**config.mk**
```make
export PLATFORM = sky130hd
export DESIGN_NAME = rom_search_ctrl
export DESIGN_NICKNAME = d
export VERILOG_FILES = /design/src/rtl/rom_search_pkg.sv /design/src/rtl/rom_search_branch.sv /design/src/rtl/rom_search_crc.sv /design/src/rtl/rom_search_ctrl.sv
export SDC_FILE = /design/constraint.sdc
export NUM_CORES = 1
export LEC_CHECK = 0
export BUFFER_PORTS_ARGS = -buffer_cell sky130_fd_sc_hd__buf_2
export CAP_MARGIN = 20
export CORE_UTILIZATION = 46
export CTS_CLUSTER_DIAMETER = 150
export DETAILED_ROUTE_END_ITERATION = 10
export PLACE_DENSITY_LB_ADDON = 0.3
export SLEW_MARGIN = 30
export SYNTH_ARGS = -nofsm -noshare
export SYNTH_HDL_FRONTEND = slang
export SYNTH_SLANG_ARGS = --single-unit
```
**constraint.sdc**
```tcl
create_clock -name clk -period 2.9 [get_ports clk]
set_input_delay 0.58 -clock clk [delete_from_list [all_inputs] [get_ports clk]]
set_output_delay 0.58 -clock clk [all_outputs]
set_load 0.02 [all_outputs]
```
**src/rtl/rom_search_pkg.sv**
```systemverilog
package rom_search_pkg;

  typedef enum logic [1:0] {
    OP_RESET = 2'd0,
    OP_SEND  = 2'd1,
    OP_READ2 = 2'd2,
    OP_WRITE = 2'd3
  } eng_op_e;

  typedef enum logic [1:0] {
    ST_FOUND    = 2'd0,
    ST_COMPLETE = 2'd1,
    ST_NODEV    = 2'd2,
    ST_CRCERR   = 2'd3
  } srch_status_e;

  typedef enum logic [2:0] {
    S_IDLE,
    S_RESET,
    S_CMD,
    S_READ,
    S_WRITE,
    S_CRC,
    S_CHECK
  } seq_state_e;

endpackage

```
**src/rtl/rom_search_branch.sv**
```systemverilog
// Direction choice for one identifier bit from the two-slot read.
module rom_search_branch #(
  parameter int IDX_W = 6
) (
  input  logic [1:0]       rbits,     // [0] true slot, [1] complement slot
  input  logic [IDX_W-1:0] idx,
  input  logic             bp_vld,
  input  logic [IDX_W-1:0] bp_idx,
  input  logic             prev_bit,
  output logic             dir,
  output logic             abort,
  output logic             new_zero
);

  always_comb begin
    dir      = 1'b0;
    abort    = 1'b0;
    new_zero = 1'b0;
    case (rbits)
      2'b10: dir = 1'b0;
      2'b01: dir = 1'b1;
      2'b11: abort = 1'b1;
      default: begin
        if (bp_vld && (idx == bp_idx)) begin
          dir = 1'b1;
        end else if (!bp_vld || (idx > bp_idx)) begin
          dir      = 1'b0;
          new_zero = 1'b1;
        end else begin
          dir = prev_bit;
        end
      end
    endcase
  end

endmodule

```
**src/rtl/rom_search_crc.sv**
```systemverilog
// Serial reflected CRC, one data bit per enabled cycle.
module rom_search_crc #(
  parameter int               W    = 8,
  parameter logic [W-1:0]     POLY = 8'h8C
) (
  input  logic         clk,
  input  logic         rst_n,
  input  logic         clr,
  input  logic         en,
  input  logic         din,
  output logic [W-1:0] crc
);

  logic [W-1:0] crc_q, crc_d;
  logic         mix;

  always_comb begin
    mix   = crc_q[0] ^ din;
    crc_d = crc_q;
    if (clr) begin
      crc_d = '0;
    end else if (en) begin
      crc_d = (crc_q >> 1) ^ (mix ? POLY : '0);
    end
  end

  always_ff @(posedge clk or negedge rst_n) begin
    if (!rst_n) crc_q <= '0;
    else        crc_q <= crc_d;
  end

  assign crc = crc_q;

endmodule

```
**src/rtl/rom_search_ctrl.sv**
```systemverilog
module rom_search_ctrl
  import rom_search_pkg::*;
#(
  parameter int                ADDR_W     = 64,
  parameter int                CMD_W      = 8,
  parameter logic [CMD_W-1:0]  NORMAL_CMD = 8'hF0,
  parameter logic [CMD_W-1:0]  ALARM_CMD  = 8'hEC,
  parameter int                CRC_W      = 8,
  parameter logic [CRC_W-1:0]  CRC_POLY   = 8'h8C
) (
  input  logic              clk,
  input  logic              rst_n,
  input  logic              restart,
  input  logic              alarm_mode,
  input  logic              next_req,
  output logic              busy,
  output logic              rsp_valid,
  output logic [1:0]        rsp_status,
  output logic [ADDR_W-1:0] rsp_addr,
  output logic              eng_req,
  output logic [1:0]        eng_op,
  output logic [CMD_W-1:0]  eng_byte,
  output logic              eng_wbit,
  input  logic              eng_ack,
  input  logic              eng_presence,
  input  logic [1:0]        eng_rbits
);

  localparam int              IDX_W    = $clog2(ADDR_W);
  localparam int              CRC_SPAN = ADDR_W - CRC_W;
  localparam logic [IDX_W-1:0] LAST_IDX = IDX_W'(ADDR_W - 1);
  localparam logic [IDX_W-1:0] CRC_LAST = IDX_W'(CRC_SPAN - 1);

  seq_state_e        state_q, state_d;
  logic [ADDR_W-1:0] addr_q, addr_d;
  logic [IDX_W-1:0]  idx_q, idx_d;
  logic [IDX_W-1:0]  bp_q, bp_d;
  logic              bp_vld_q, bp_vld_d;
  logic [IDX_W-1:0]  nz_q, nz_d;
  logic              nz_vld_q, nz_vld_d;
  logic              cmpl_q, cmpl_d;
  logic              dir_q, dir_d;
  logic              alarm_q, alarm_d;
  logic [IDX_W-1:0]  cnt_q, cnt_d;
  logic              rv_q, rv_d;
  srch_status_e      st_q, st_d;

  logic              br_dir, br_abort, br_new_zero;
  logic              crc_clr, crc_en;
  logic [CRC_W-1:0]  crc_val;

  rom_search_branch #(.IDX_W(IDX_W)) u_branch (
    .rbits    (eng_rbits),
    .idx      (idx_q),
    .bp_vld   (bp_vld_q),
    .bp_idx   (bp_q),
    .prev_bit (addr_q[idx_q]),
    .dir      (br_dir),
    .abort    (br_abort),
    .new_zero (br_new_zero)
  );

  rom_search_crc #(.W(CRC_W), .POLY(CRC_POLY)) u_crc (
    .clk   (clk),
    .rst_n (rst_n),
    .clr   (crc_clr),
    .en    (crc_en),
    .din   (addr_q[cnt_q]),
    .crc   (crc_val)
  );

  // Next-state logic
  always_comb begin
    state_d  = state_q;
    addr_d   = addr_q;
    idx_d    = idx_q;
    bp_d     = bp_q;
    bp_vld_d = bp_vld_q;
    nz_d     = nz_q;
    nz_vld_d = nz_vld_q;
    cmpl_d   = cmpl_q;
    dir_d    = dir_q;
    alarm_d  = alarm_q;
    cnt_d    = cnt_q;
    rv_d     = 1'b0;
    st_d     = st_q;
    crc_clr  = 1'b0;
    crc_en   = 1'b0;
    case (state_q)
      S_IDLE: begin
        if (restart) begin
          addr_d   = '0;
          bp_d     = '0;
          bp_vld_d = 1'b0;
          cmpl_d   = 1'b0;
        end else if (next_req) begin
          if (cmpl_q) begin
            rv_d = 1'b1;
            st_d = ST_COMPLETE;
          end else begin
            alarm_d  = alarm_mode;
            nz_d     = '0;
            nz_vld_d = 1'b0;
            state_d  = S_RESET;
          end
        end
      end
      S_RESET: begin
        if (eng_ack) begin
          if (eng_presence) begin
            state_d = S_CMD;
          end else begin
            rv_d    = 1'b1;
            st_d    = ST_NODEV;
            state_d = S_IDLE;
          end
        end
      end
      S_CMD: begin
        if (eng_ack) begin
          idx_d   = '0;
          state_d = S_READ;
        end
      end
      S_READ: begin
        if (eng_ack) begin
          if (br_abort) begin
            rv_d    = 1'b1;
            st_d    = ST_NODEV;
            state_d = S_IDLE;
          end else begin
            addr_d[idx_q] = br_dir;
            dir_d         = br_dir;
            if (br_new_zero) begin
              nz_d     = idx_q;
              nz_vld_d = 1'b1;
            end
            state_d = S_WRITE;
          end
        end
      end
      S_WRITE: begin
        if (eng_ack) begin
          if (idx_q == LAST_IDX) begin
            bp_d     = nz_q;
            bp_vld_d = nz_vld_q;
            cmpl_d   = !nz_vld_q;
            crc_clr  = 1'b1;
            cnt_d    = '0;
            state_d  = S_CRC;
          end else begin
            idx_d   = idx_q + 1'b1;
            state_d = S_READ;
          end
        end
      end
      S_CRC: begin
        crc_en = 1'b1;
        cnt_d  = cnt_q + 1'b1;
        if (cnt_q == CRC_LAST) state_d = S_CHECK;
      end
      S_CHECK: begin
        rv_d    = 1'b1;
        st_d    = (crc_val == addr_q[ADDR_W-1 -: CRC_W]) ? ST_FOUND : ST_CRCERR;
        state_d = S_IDLE;
      end
      default: state_d = S_IDLE;
    endcase
  end

  // Registers
  always_ff @(posedge clk or negedge rst_n) begin
    if (!rst_n) begin
      state_q  <= S_IDLE;
      addr_q   <= '0;
      idx_q    <= '0;
      bp_q     <= '0;
      bp_vld_q <= 1'b0;
      nz_q     <= '0;
      nz_vld_q <= 1'b0;
      cmpl_q   <= 1'b0;
      dir_q    <= 1'b0;
      alarm_q  <= 1'b0;
      cnt_q    <= '0;
      rv_q     <= 1'b0;
      st_q     <= ST_FOUND;
    end else begin
      state_q  <= state_d;
      addr_q   <= addr_d;
      idx_q    <= idx_d;
      bp_q     <= bp_d;
      bp_vld_q <= bp_vld_d;
      nz_q     <= nz_d;
      nz_vld_q <= nz_vld_d;
      cmpl_q   <= cmpl_d;
      dir_q    <= dir_d;
      alarm_q  <= alarm_d;
      cnt_q    <= cnt_d;
      rv_q     <= rv_d;
      st_q     <= st_d;
    end
  end

  // Outputs
  always_comb begin
    eng_req = 1'b0;
    eng_op  = OP_RESET;
    case (state_q)
      S_RESET: begin eng_req = 1'b1; eng_op = OP_RESET; end
      S_CMD:   begin eng_req = 1'b1; eng_op = OP_SEND;  end
      S_READ:  begin eng_req = 1'b1; eng_op = OP_READ2; end
      S_WRITE: begin eng_req = 1'b1; eng_op = OP_WRITE; end
      default: ;
    endcase
  end

  assign eng_byte   = alarm_q ? ALARM_CMD : NORMAL_CMD;
  assign eng_wbit   = dir_q;
  assign busy       = (state_q != S_IDLE);
  assign rsp_valid  = rv_q;
  assign rsp_status = st_q;
  assign rsp_addr   = addr_q;


  req_hold_chk: assert property (@(posedge clk) disable iff (!rst_n)
    (eng_req && !eng_ack) |=> (eng_req && $stable(eng_op) && $stable(eng_byte) && $stable(eng_wbit)));


  rsp_pulse_chk: assert property (@(posedge clk) disable iff (!rst_n)
    rsp_valid |=> !rsp_valid);


  cmpl_resp_chk: assert property (@(posedge clk) disable iff (!rst_n)
    (!busy && cmpl_q && next_req && !restart) |=> (rsp_valid && rsp_status == 2'(ST_COMPLETE) && !busy));


  no_presence_chk: assert property (@(posedge clk) disable iff (!rst_n)
    (state_q == S_RESET && eng_ack && !eng_presence) |=> (!busy && rsp_valid && rsp_status == 2'(ST_NODEV)));


  read_abort_chk: assert property (@(posedge clk) disable iff (!rst_n)
    (state_q == S_READ && eng_ack && eng_rbits == 2'b11) |=> (!busy && rsp_valid && rsp_status == 2'(ST_NODEV)));

endmodule

```
* Word-level counts from Yosys, hierarchy flattened
Cells that the tools add are included.
** Cells by class
- $add $sub $neg :: 2
- $mul :: 0
- Divide/modulo/power cells :: 0
- $lt $le $gt $ge :: 4
- Equality and inequality tests :: 29
- Shift operators :: 0
- Multiplexer cells :: 89
- Bitwise gates (word level) :: 5
- Reduce and logical (&&, ||, !) cells :: 25
** Operator list (count)
- $mux W64 :: 3
- $pmux W64 S2 :: 1
- $mux W6 :: 14
- $bwmux W64 :: 1
- $pmux W6 S2 :: 4
- $mux W1 :: 32
- $ne A2 B2 Y1 const B :: 16
- $mux W3 :: 10
- $mux W8 :: 3
- $mux W2 :: 9
- $pmux W3 S6 :: 1
- $reduce_and A4 Y1 :: 4
- $reduce_and A8 Y1 :: 2
- $lt A6 B7 Y1 const B :: 2
- $add A6 B1 Y6 const B :: 2
- $bmux W1 S6 :: 2
- $eq A6 B6 Y1 const B :: 2
- $reduce_bool A2 Y1 :: 5
- $eq A3 B3 Y1 const B :: 3
- $eq A8 B8 Y1 :: 1
- $pmux W1 S2 :: 4
- $pmux W2 S4 :: 1
- $xor A7 B8 Y8 :: 1
- $reduce_and A7 Y1 :: 1
- other kinds (23) :: 30
** Storage, ports and cells
- Bits in registers :: 107
- Bits in latches :: 0
- Memory bits (writable) :: 0
- Bits in read-only memories :: 0
- Bits of input ports :: 9
- Output and inout port bits :: 80
- Word-level logic and storage cells :: 168
- Memories :: 0

* Depth between registers and ports, before layout
Gate-level depths: netlist of the first run.
- Depth in word-level cells :: 9
- Depth in mapped cells :: 12
- Depth with buffers taken out :: 9

* Modules after synthesis
A second synthesis of the first run with hierarchy kept.
** Second synthesis, totals
- Cells, all modules :: 725
- Area total of the unflattened synthesis :: 6653.9 um^2
** Modules (own cells, without submodules)
- rom_search_ctrl :: instances 1, cells each 667, area an instance 6092.1 um^2, seq. area each 2477.4 um^2
- rom_search_crc :: instances 1, cells each 32, area an instance 372.9 um^2, seq. area each 200.2 um^2
- rom_search_branch :: instances 1, cells each 26, area an instance 188.9 um^2, seq. area each 0.0 um^2

* Least setup slack after synthesis of the first run
Ideal clock, no wire load.
- Kind :: register to register
- Start :: reg idx_q[1]
- End :: reg addr_q[37] (netlist: rsp_addr[37])
- Library setup time :: 0.134 ns
- Data arrival time :: 2.207 ns
- Data required time :: 2.766 ns
- Slack :: 0.559 ns
- Stages on the path, launching flop included :: 12
- Path buffers :: 4
- Period minus slack after synthesis :: 2.341 ns
- Cell sequence :: dfrtp_1 > buf_4 > and2_1 > buf_6 > o2bb2ai_1 > a221o_1 > a2111oi_4 > o21ai_2 > nand2_2 > buf_6 > buf_6 > o31ai_1
** Between the ends
- Cells in the longest elaborated chain, start to end :: 9
- Elaborated cells between the ends (all ways) :: 18
- Those cells by class :: 3 x order compare; 1 x eq/ne; 11 x mux; 3 x reduce/logical
** Ends and longest elaborated chain
- start, declared :: line rom_search_ctrl.sv:36 : logic [IDX_W-1:0] idx_q, idx_d;
- start signal, assigned :: line rom_search_ctrl.sv:190 : idx_q <= idx_d;
- $bmux W1 S6 / $gt A6 B6 Y1 (equally long branches) :: line rom_search_ctrl.sv:57, rom_search_branch.sv:26
- $mux W1 (implied by the code) / $logic_or A1 B1 Y1 (equally long branches) :: line rom_search_ctrl.sv:57, rom_search_branch.sv:26
- $mux W1 :: line rom_search_branch.sv:26 : end else if (!bp_vld || (idx > bp_idx)) begin
- $mux W1 :: line rom_search_branch.sv:24 : if (bp_vld && (idx == bp_idx)) begin
- $pmux W1 S2 :: line rom_search_branch.sv:19 : case (rbits)
- $bwmux W64 * :: line rom_search_ctrl.sv:132 : addr_d[idx_q] = br_dir;
- $mux W64 * :: line rom_search_ctrl.sv:127 : if (br_abort) begin
- $mux W64 * :: line rom_search_ctrl.sv:126 : if (eng_ack) begin
- $pmux W64 S2 * :: line rom_search_ctrl.sv:89 : case (state_q)
- end signal, assigned :: line rom_search_ctrl.sv:189 : addr_q <= addr_d;
- end, declared :: line rom_search_ctrl.sv:35 : logic [ADDR_W-1:0] addr_q, addr_d;
Every way passes the cells marked *; elsewhere a longest branch is shown, timed or not. The select of a mux whose other input is x is not followed.
A chain may end at the register's enable or synchronous reset.

* Final worst setup path of the first run
- Start :: reg idx_q[1]
- End :: reg addr_q[48] (netlist: rsp_addr[48])
Same word-level chain as after synthesis.

==> reports/qor.txt, run 1 <==
Status -> complete, no violations
Routability cong. -> 0.9000
Final clock skew -> 0.01389 ns
Synth cell types -> 71
Critical path arrival -> 2.90 ns
Achievable clock frequency -> 374.8 MHz
Yosys reg bits -> 107
WS Path Type -> reg -> reg
# IOs -> 89
Vias post-DR -> 6,332
Synth Flop Type -> dfrtp_1
Drt first pass iters -> 5
Port buffer count -> 83
FFs w/ async S/R, synth -> 100.0%
Die height -> 124.3 µm
Core area -> 0.01453 mm²
Routed Antenna Nets -> 0
TritonCTS buffer count -> 9
DR DRC count -> 0
Setup TNS -> 0 ns
Post-Synthesis Cells -> 746
Fin. Hold Viols -> 0
Syn Area/Cell -> 9.220 µm²
Mapped Area -> 0.006878 mm²
Clk slew on worst S/H paths -> 0.08 ns
# clock sinks -> 107
Critical Path Fanout Max -> 40
TritonCTS clock tree -> yes
GR Util All Layers -> 27.96%
Post-DP HPWL -> 14,580 µm
# nets final -> 826
Area Growth Syn to Fin -> 13.12%
# hold bufs at CTS -> 0
Initial Util -> 47.32%
Seq/Total Area, Yosys -> 38.93%
Critical path endpoint category -> flop
Die area -> 0.01544 mm²
Core Util, Final -> 53.53%
Routed vias/inst -> 6.345
Reg area -> 0.002680 mm²
Fillers -> 1,339
Largest cells by area after synthesis -> dfrtp_1, o21ai_0, mux4_2
N_diodes -> 0
WL final -> 21,260 µm
Post-synth EDFFs -> 0
Initial antenna violation count -> 0
Bufs on Longest Clock Path -> 2
Number of cells upsized or downsized after cts -> 0
Synth area leader -> dfrtp_1
CP required -> 3.13 ns
Setup crit start kind -> flop
Post-synth top area share -> 38.93%
Area occupied by multi-input gates -> 0.003775 mm²
Largest net degree at the start of global routing -> 66
GRT Residual Overflow -> 0
Max-slew violation count -> 0
Rel. slew slack -> 38.06%
Warnings, synthesis -> 0
Number of global-route vias before repair -> 6,045
Max IR drop VDD -> 0.3319 mV
Class of the worst hold path -> in -> async
Wire length per cell -> 21.30 µm
Power consumption -> 5.998 mW
Least-Margin Pin Slew -> 0.9271 ns
Clock root buffer -> clkbuf_16
Post-CTS setup buffer count -> 0
Share of cells above drive strength 1 -> 23.22%
Leakage -> 3.429 nW
RSZ-0062 raised after global routing -> no
Max-cap violations -> 0
Period utilisation layout -> 92.01%
Worst skew pair latency -> 0.37 ns
Pwr/cell area -> 770.9 mW/mm²
Die Width -> 124.3 µm
First-pass GRT wire length -> 33,790 µm
Endpoints failing setup -> 0
CTS H-tree depth -> 3
Num rows -> 44
Initial DRC Count -> 640
Crit path time final -> 2.668 ns
-- metal layers --
layer	routed length (µm)	GRT usage [%]	vias up
met1	8998	38.67	3114
li1	-	-	2859
met4	591	12.47	0
met3	1743	5.971	52
met2	9923	42.15	307
met5	0	0	-
-- Yosys cell counts, types with 9 or more instances --
cell      count
nand2_1      66
o31ai_1      33
nand2b_1      9
nor2b_1      12
and3_1        9
mux4_2       18
dfrtp_1     107
nor3_1        9
a21oi_1      72
inv_1        14
xnor2_1      13
clkbuf_1     38
mux2_2       10
o21ai_0     101
nand3_1      10
buf_2        15
nor2_1       25
o21ai_1      23
mux2i_1      26
-- path summary, 6_finish.rpt --
check / startpoint / to / slack, ns / cells past startpoint
worst max register to register: idx_q[1] / rsp_addr[48] / 0.23 / 9
worst min register to register: bp_q[5] / bp_q[5] / 0.49 / 2
max in group asynchronous: rst_n / bp_q[1] / 1.91 / 2
worst max-delay path: idx_q[1] / rsp_addr[48] / 0.23 / 9
min in group clk: alarm_mode / alarm_q / 0.45 / 2
worst min-delay path: rst_n / rsp_addr[44] / 0.23 / 1
-- cell families after synthesis --
logic type	after synthesis	synth area share [%]
DFF	107	38.93
adders and majority gates	8	1.455
muxes	54	11.32
buffers and inverters	89	6.585
other	2	0.1092
AOI/OAI and AO/OA	287	25.54
and+or+nand+nor	182	13.90
xor gates and xnor gates	17	2.165
-- registers in the layout (all words and copies together) (netlist names) --
signal / count
cmpl_q: 1
alarm_q: 1
cnt_q: 6
nz_q: 6
u_crc.crc: 8
bp_q: 6
rsp_addr: 64
bp_vld_q: 1
eng_wbit: 1
rsp_valid: 1
nz_vld_q: 1
rsp_status: 2
state_q: 3
idx_q: 6
-- cell type report --
class | count | area share, %
clock buffer | 10 | 3.072
clock inverter | 6 | 0.6111
inverter | 16 | 0.7720
multi-input combinational | 553 | 48.52
sequential | 107 | 34.45
tap | 184 | 2.959
timing repair buffer | 122 | 9.617
-- through the flow --
step	area (µm²)	setup slack [ns]	hold slack, ns	instances
after floorplan	6889	0.5589	0.2844	749
after global placement	7487	0.1786	0.4644	982
after detailed placement	7487	0.07654	0.4738	982
after CTS	7774	0.05721	0.2565	998
after global routing	7780	0.09584	0.2808	998
final	7780	0.2317	0.2277	998
-- worst max-delay path, stage by stage, from the launching register on --
cell and delay (ns):
dfrtp_2 0.58, buf_4 0.21, mux2i_1 0.24, nor3_1 0.07
a221o_1 0.31, a2111oi_4 0.45, o21ai_2 0.10, nand2_2 0.19
buf_12 0.24, o21ai_0 0.13
-- placed cells by master (no fill, tap or decap), types with 3 or more instances in the layout --
master,Yosys,layout
xnor2_1,13,13
conb_1,2,5
and3b_1,3,3
mux2_2,10,10
a22oi_1,5,4
nand3b_1,4,4
o21ai_0,101,101
and2_1,7,7
clkbuf_16,0,9
a22o_1,6,6
nor3_1,9,9
and3_1,9,9
dfrtp_1,107,105
nand4_1,6,6
a2bb2oi_1,3,3
nor3b_1,6,5
o31ai_1,33,33
buf_4,8,37
xor2_1,4,4
o2bb2ai_1,4,4
a311oi_1,3,3
nand3_1,10,10
nand2b_1,9,9
a31oi_1,3,3
a21oi_1,72,71
inv_1,14,14
nor2_1,25,25
nand2_1,66,65
buf_12,2,3
ha_1,8,8
mux4_2,18,18
a221oi_1,8,8
o21ai_1,23,23
mux2i_1,26,26
nor2b_1,12,12
buf_2,15,82
-- power by group --
group | internal (mW) | switching (mW)
clock | 0.615 | 0.618
sequential | 1.68 | 0.271
combinational | 1.03 | 1.79
Note: power is estimated with default switching activity, not from simulation.
==> run 2: changes to the inputs <==
--- a/config.mk
+++ b/config.mk
@@ -8,6 +8,7 @@
 export BUFFER_PORTS_ARGS = -buffer_cell sky130_fd_sc_hd__buf_2
 export CAP_MARGIN = 20
 export CORE_UTILIZATION = 46
+export CTS_BUF_LIST = sky130_fd_sc_hd__clkbuf_8
 export CTS_CLUSTER_DIAMETER = 150
 export DETAILED_ROUTE_END_ITERATION = 10
 export PLACE_DENSITY_LB_ADDON = 0.3
==> reports/qor.txt, run 2 (same netlist as run 1, synthesis figures left out) <==
DR DRC count -> 0 (unchanged)
WS Path Type -> reg -> reg
Max IR drop VDD -> 0.3768 mV (+14%)
Largest register FFs -> 64 (unchanged)
Area Growth Syn to Fin -> 11.64%
Least-Margin Pin Slew -> 0.9367 ns (+0.009637 ns)
Pwr/cell area -> 742.0 mW/mm² (-3.7%)
Port buffer count -> 83 (unchanged)
Fin. Hold Viols -> 0 (unchanged)
Routability cong. -> 0.9000 (unchanged)
CP required -> 3.18 ns (+0.05 ns)
Initial DRC Count -> 593 (-7.3%)
First-pass GRT wire length -> 33,670 µm (-0.35%)
Switching part of the total -> 46.54% (+1.8 points)
Rel. slew slack -> 37.42% (-0.64 points)
Class of the worst hold path -> in -> async
Die Width -> 124.3 µm (unchanged)
Largest net degree at the start of global routing -> 66 (unchanged)
Die area -> 0.01544 mm² (unchanged)
Achievable clock frequency -> 377.3 MHz (+0.67%)
Combinational fraction of design power -> 49.5% (+2.5 points)
GRT Residual Overflow -> 0 (unchanged)
GR Util All Layers -> 27.69% (-0.27 points)
Routed vias/inst -> 6.368 (+0.36%)
Vias post-DR -> 6,355 (+0.36%)
RSZ-0062 raised after global routing -> no
Setup TNS -> 0 ns (unchanged)
Critical Path Fanout Max -> 40 (unchanged)
Drt first pass iters -> 5 (unchanged)
TritonCTS buffer count -> 9 (unchanged)
Int Power -> 3.046 mW (-8.2%)
Clock root buffer -> clkbuf_8
Setup crit start kind -> flop
Power consumption -> 5.698 mW (-5.0%)
Max-slew violation count -> 0 (unchanged)
Final clock skew -> 0.02055 ns (+0.006665 ns)
Max-cap violations -> 0 (unchanged)
Critical path endpoint category -> flop
N_diodes -> 0 (unchanged)
Clk slew on worst S/H paths -> 0.11 ns (+0.03 ns)
Routed Antenna Nets -> 0 (unchanged)
Worst skew pair latency -> 0.41 ns (+0.04 ns)
Period utilisation layout -> 91.40% (-0.61 points)
Number of cells upsized or downsized after cts -> 0 (unchanged)
Share of cells above drive strength 1 -> 23.22% (unchanged)
Clock power share -> 16.3% (-4.3 points)
Die height -> 124.3 µm (unchanged)
Post-CTS setup buffer count -> 0 (unchanged)
Initial antenna violation count -> 0 (unchanged)
Sequential power share -> 34.2% (+1.7 points)
Num rows -> 44 (unchanged)
Fillers -> 1,347 (+0.60%)
Endpoints failing setup -> 0 (unchanged)
Core area -> 0.01453 mm² (unchanged)
TritonCTS clock tree -> yes
Number of global-route vias before repair -> 6,031 (-0.23%)
Sw Pwr -> 2.652 mW (-1.1%)
WL final -> 21,270 µm (about the same)
Critical path arrival -> 2.93 ns (+0.03 ns)
# nets final -> 826 (unchanged)
# clock sinks -> 107 (unchanged)
Wire length per cell -> 21.31 µm (about the same)
Commonest non-fill, non-tap cell in the layout -> dfrtp_1
Initial Util -> 47.32% (unchanged)
Bufs on Longest Clock Path -> 2 (unchanged)
Status -> complete, no violations
Post-DP HPWL -> 14,580 µm (unchanged)
CTS H-tree depth -> 3 (unchanged)
# hold bufs at CTS -> 0 (unchanged)
# IOs -> 89 (unchanged)
Crit path time final -> 2.651 ns (-0.01775 ns)
Most frequent cells in the layout -> dfrtp_1, o21ai_0, buf_2
Leakage -> 3.383 nW (-1.3%)
run 2: cell counts in the layout (fill, tap and decap cells not counted):
No cell type changed its count.
run 2: critical path: stages (launching register included):
cell       delay (ns)
dfrtp_2          0.58
buf_4            0.20
mux2i_1          0.24
nor3_1           0.07
a221o_1          0.31
a2111oi_4        0.45
o21ai_2          0.10
nand2_2          0.19
buf_12           0.24
o21ai_0          0.13
run 2: layout make-up:
cell class              instances  area, µm²  area share, %
well taps                     184      230.2          2.998
clock inverters                 6      47.55         0.6192
flip-flops and latches        107       2680          34.90
inverters                      16      60.06         0.7821
repair buffers                122      748.2          9.744
multi-input cells             553       3775          49.16
clock buffers                  10      137.6          1.792
run 2: layer usage:
metal / vias to the layer above / global-route usage [%] / share of wire [%]
li1: 2859 / - / -
met3: 46 / 5.799 / 8.4
met2: 327 / 41.73 / 46
met1: 3123 / 38.95 / 43
met4: 0 / 10.91 / 2.5
met5: - / 0 / 0
run 2: power by group through the flow:
| stage | registers, mW | logic, mW | clock network, mW |
|---|---|---|---|
| finish | 1.95 | 2.82 | 0.930 |
| global placement | 1.96 | 2.71 | 0 |
| floorplan | 1.87 | 2.08 | 0 |
| CTS | 1.94 | 2.78 | 0.931 |
| global route | 1.98 | 3.04 | 0.994 |
| detailed placement | 1.97 | 2.77 | 0 |
run 2: path summary, 6_finish.rpt:
kind	from	endpoint	slack (ns)	cells past startpoint
worst max-delay path	idx_q[1]	rsp_addr[48]	0.25	9
worst min-delay path	rst_n	rsp_addr[44]	0.18	1
worst max register to register	idx_q[1]	rsp_addr[48]	0.25	9
worst min register to register	bp_q[5]	bp_q[5]	0.49	2
max in group asynchronous	rst_n	bp_q[1]	1.95	2
min in group clk	alarm_mode	alarm_q	0.40	2
run 2: stage by stage:
step / utilization (%) / hold slack [ns] / instances / area (µm²) / setup WS (ns)
after floorplan: - / 0.2844 / 749 / 6889 / 0.5589
after global placement: 51.52 / 0.4644 / 982 / 7487 / 0.1786
after detailed placement: 51.52 / 0.4738 / 982 / 7487 / 0.07654
after CTS: 52.79 / 0.2099 / 998 / 7672 / 0.05190
after global routing: 52.83 / 0.2359 / 998 / 7679 / 0.08627
final: 52.83 / 0.1848 / 998 / 7679 / 0.2494
==> run 3: changes to the inputs <==
==> constraint.sdc (replaced) <==
create_clock -name clk -period 2.9 [get_ports clk]
set_input_delay 0.435 -clock clk [delete_from_list [all_inputs] [get_ports clk]]
set_output_delay 0.435 -clock clk [all_outputs]
set_load 0.02 [all_outputs]
==> reports/qor.txt, run 3 (same netlist as run 1, synthesis figures left out) <==
# nets final -> 826 (unchanged)
CP cell instances -> mux4_2 -> mux2i_1 -> o22ai_1 -> a2111oi_4 -> o21ai_2 -> nand2_2 -> buf_12 -> o21ai_0
Initial Util -> 47.32% (unchanged)
Pwr/cell area -> 732.3 mW/mm² (-1.3%)
Int Power -> 3.004 mW (-1.4%)
R2R Setup Slk -> 0.23 ns (-0.02 ns)
Reg area -> 0.002680 mm² (unchanged)
RSZ-0062 raised after global routing -> no
Critical path endpoint category -> flop
Routability cong. -> 0.9024 (+0.27%)
Post-DP HPWL -> 14,540 µm (-0.32%)
Bufs on Longest Clock Path -> 2 (unchanged)
Clock power share -> 15.0% (-1.3 points)
Area Growth Syn to Fin -> 11.28%
Clock root buffer -> clkbuf_8
Sequential power share -> 34.8% (+0.6 points)
Commonest non-fill, non-tap cell in the layout -> dfrtp_1
# clock sinks -> 107 (unchanged)
Drt first pass iters -> 6 (+1)
N_diodes -> 0 (unchanged)
Period utilisation layout -> 91.95% (+0.55 points)
Die height -> 124.3 µm (unchanged)
Setup crit start kind -> flop
WL final -> 21,060 µm (-0.95%)
Class of the worst hold path -> in -> async
GR Util All Layers -> 27.48% (-0.21 points)
First-pass GRT wire length -> 33,300 µm (-1.1%)
Endpoints failing setup -> 0 (unchanged)
Finished Layout Cells -> 997 (-0.10%)
Setup TNS -> 0 ns (unchanged)
WL met1 -> 8809 µm (-3.2%)
CP required -> 3.17 ns (about the same)
Routed Antenna Nets -> 0 (unchanged)
Buf/Inv on CP -> 1 (-1)
Slowest CP cell -> dfrtp_2
Area occupied by multi-input gates -> 0.003775 mm² (unchanged)
Core area -> 0.01453 mm² (unchanged)
Die area -> 0.01544 mm² (unchanged)
# hold bufs at CTS -> 0 (unchanged)
Initial antenna violation count -> 0 (unchanged)
Routed vias/inst -> 6.464 (+1.5%)
Fin. Hold Viols -> 0 (unchanged)
Die Width -> 124.3 µm (unchanged)
Largest stage delay, worst path -> 0.59 ns (about the same)
Uppermost routed layer -> met4
Wire length per cell -> 21.13 µm (-0.86%)
Worst skew pair latency -> 0.40 ns (about the same)
Critical path arrival -> 2.94 ns (about the same)
Status -> complete, no violations
Clk slew on worst S/H paths -> 0.11 ns (about the same)
Post-CTS setup buffer count -> 0 (unchanged)
CP top delay family -> multiplexers
WS Path Type -> reg -> reg
Largest register FFs -> 64 (unchanged)
TritonCTS clock tree -> yes
Max-slew violation count -> 0 (unchanged)
Number of cells upsized or downsized after cts -> 0 (unchanged)
Largest net degree at the start of global routing -> 67 (+1.5%)
Num rows -> 44 (unchanged)
Leakage -> 3.373 nW (-0.28%)
Achievable clock frequency -> 375.0 MHz (-0.60%)
DR DRC count -> 0 (unchanged)
Worst r2r src -> idx_q[1]
CTS H-tree depth -> 3 (unchanged)
Cell count after placement -> 982 (unchanged)
Combinational fraction of design power -> 50.2% (+0.7 points)
Max-cap violations -> 0 (unchanged)
Critical Path Fanout Max -> 40 (unchanged)
RR Endpoint -> rsp_addr[46]
Max IR drop VDD -> 0.3346 mV (-11%)
Sw Pwr -> 2.601 mW (-1.9%)
Reg2Reg Depth -> 8 (-1)
Switching part of the total -> 46.40% (-0.13 points)
Number of global-route vias before repair -> 6,036 (+0.083%)
TritonCTS buffer count -> 9 (unchanged)
Least-Margin Pin Slew -> 0.9363 ns (-0.0003809 ns)
Share of cells above drive strength 1 -> 22.88% (-0.34 points)
Most frequent cells in the layout -> dfrtp_1, o21ai_0, buf_2
Fillers -> 1,309 (-2.8%)
Vias post-DR -> 6,445 (+1.4%)
Detail Route met3 WL -> 1993 µm (+12%)
Initial DRC Count -> 653 (+10%)
GRT Residual Overflow -> 0 (unchanged)
Final clock skew -> 0.01929 ns (-0.001262 ns)
Crit path time final -> 2.667 ns (+0.01593 ns)
Min setup slack post-route -> 0.2335 ns (-0.01593 ns)
Rel. slew slack -> 37.44% (about the same)
Port buffer count -> 83 (unchanged)
# IOs -> 89 (unchanged)
Setup WS pre-CTS -> 0.09579 ns (+0.01925 ns)
Met2 wire len -> 9562 µm (-2.9%)
run 3: cell count changes in the layout (fill, tap and decap cells not counted):
cell | before | now
clkbuf_8 | 10 | 9
clkinv_4 | 2 | 1
clkinvlp_4 | 1 | 2
inv_1 | 14 | 16
inv_6 | 2 | 0
run 3: worst reg2reg max path, stage by stage (launching register included):
cell and delay, ns:
dfrtp_2 0.59, mux4_2 0.56, mux2i_1 0.20, o22ai_1 0.13, a2111oi_4 0.39, o21ai_2 0.11
nand2_2 0.18, buf_12 0.23, o21ai_0 0.15
run 3: worst max path at each step:
stage                   endpoint  cells after the start  slack [ns]  startpoint
floorplan           rsp_addr[37]                     11        0.56    idx_q[1]
global placement    rsp_addr[52]                      9        0.18    idx_q[1]
detailed placement  rsp_addr[48]                      9         0.1    idx_q[1]
CTS                 rsp_addr[48]                      9        0.07    idx_q[1]
global route        rsp_addr[31]                      9        0.12    idx_q[1]
finish              rsp_addr[46]                      8        0.23    idx_q[1]
run 3: metal layers:
metal / GRT usage, % / vias up
met5: 0 / -
met4: 13.32 / 0
met3: 5.155 / 53
met2: 40.95 / 373
met1: 38.46 / 3165
li1: - / 2854
run 3: power by group through the flow:
stage / registers, mW / logic, mW / clock network (mW)
floorplan: 1.87 / 2.08 / 0
global placement: 1.95 / 2.71 / 0
detailed placement: 1.97 / 2.77 / 0
CTS: 1.94 / 2.78 / 0.852
global route: 1.99 / 3.04 / 0.910
finish: 1.95 / 2.81 / 0.842
run 3: layout make-up:
type / count / area share (%)
multi-input combinational: 553 / 49.32
sequential: 107 / 35.02
timing repair buffer: 122 / 9.776
tap: 184 / 3.008
clock buffer: 9 / 1.618
inverter: 16 / 0.7847
clock inverter: 6 / 0.4741
run 3: metrics by stage:
step	hold slack, ns	power, mW	instance area (µm²)	util [%]
finish	0.05041	5.604	7654	52.66
global route	0.09815	5.935	7654	52.66
CTS	0.06870	5.573	7647	52.62
detailed placement	0.4750	4.740	7487	51.52
global placement	0.4647	4.660	7487	51.52
floorplan	0.1394	3.945	6889	-
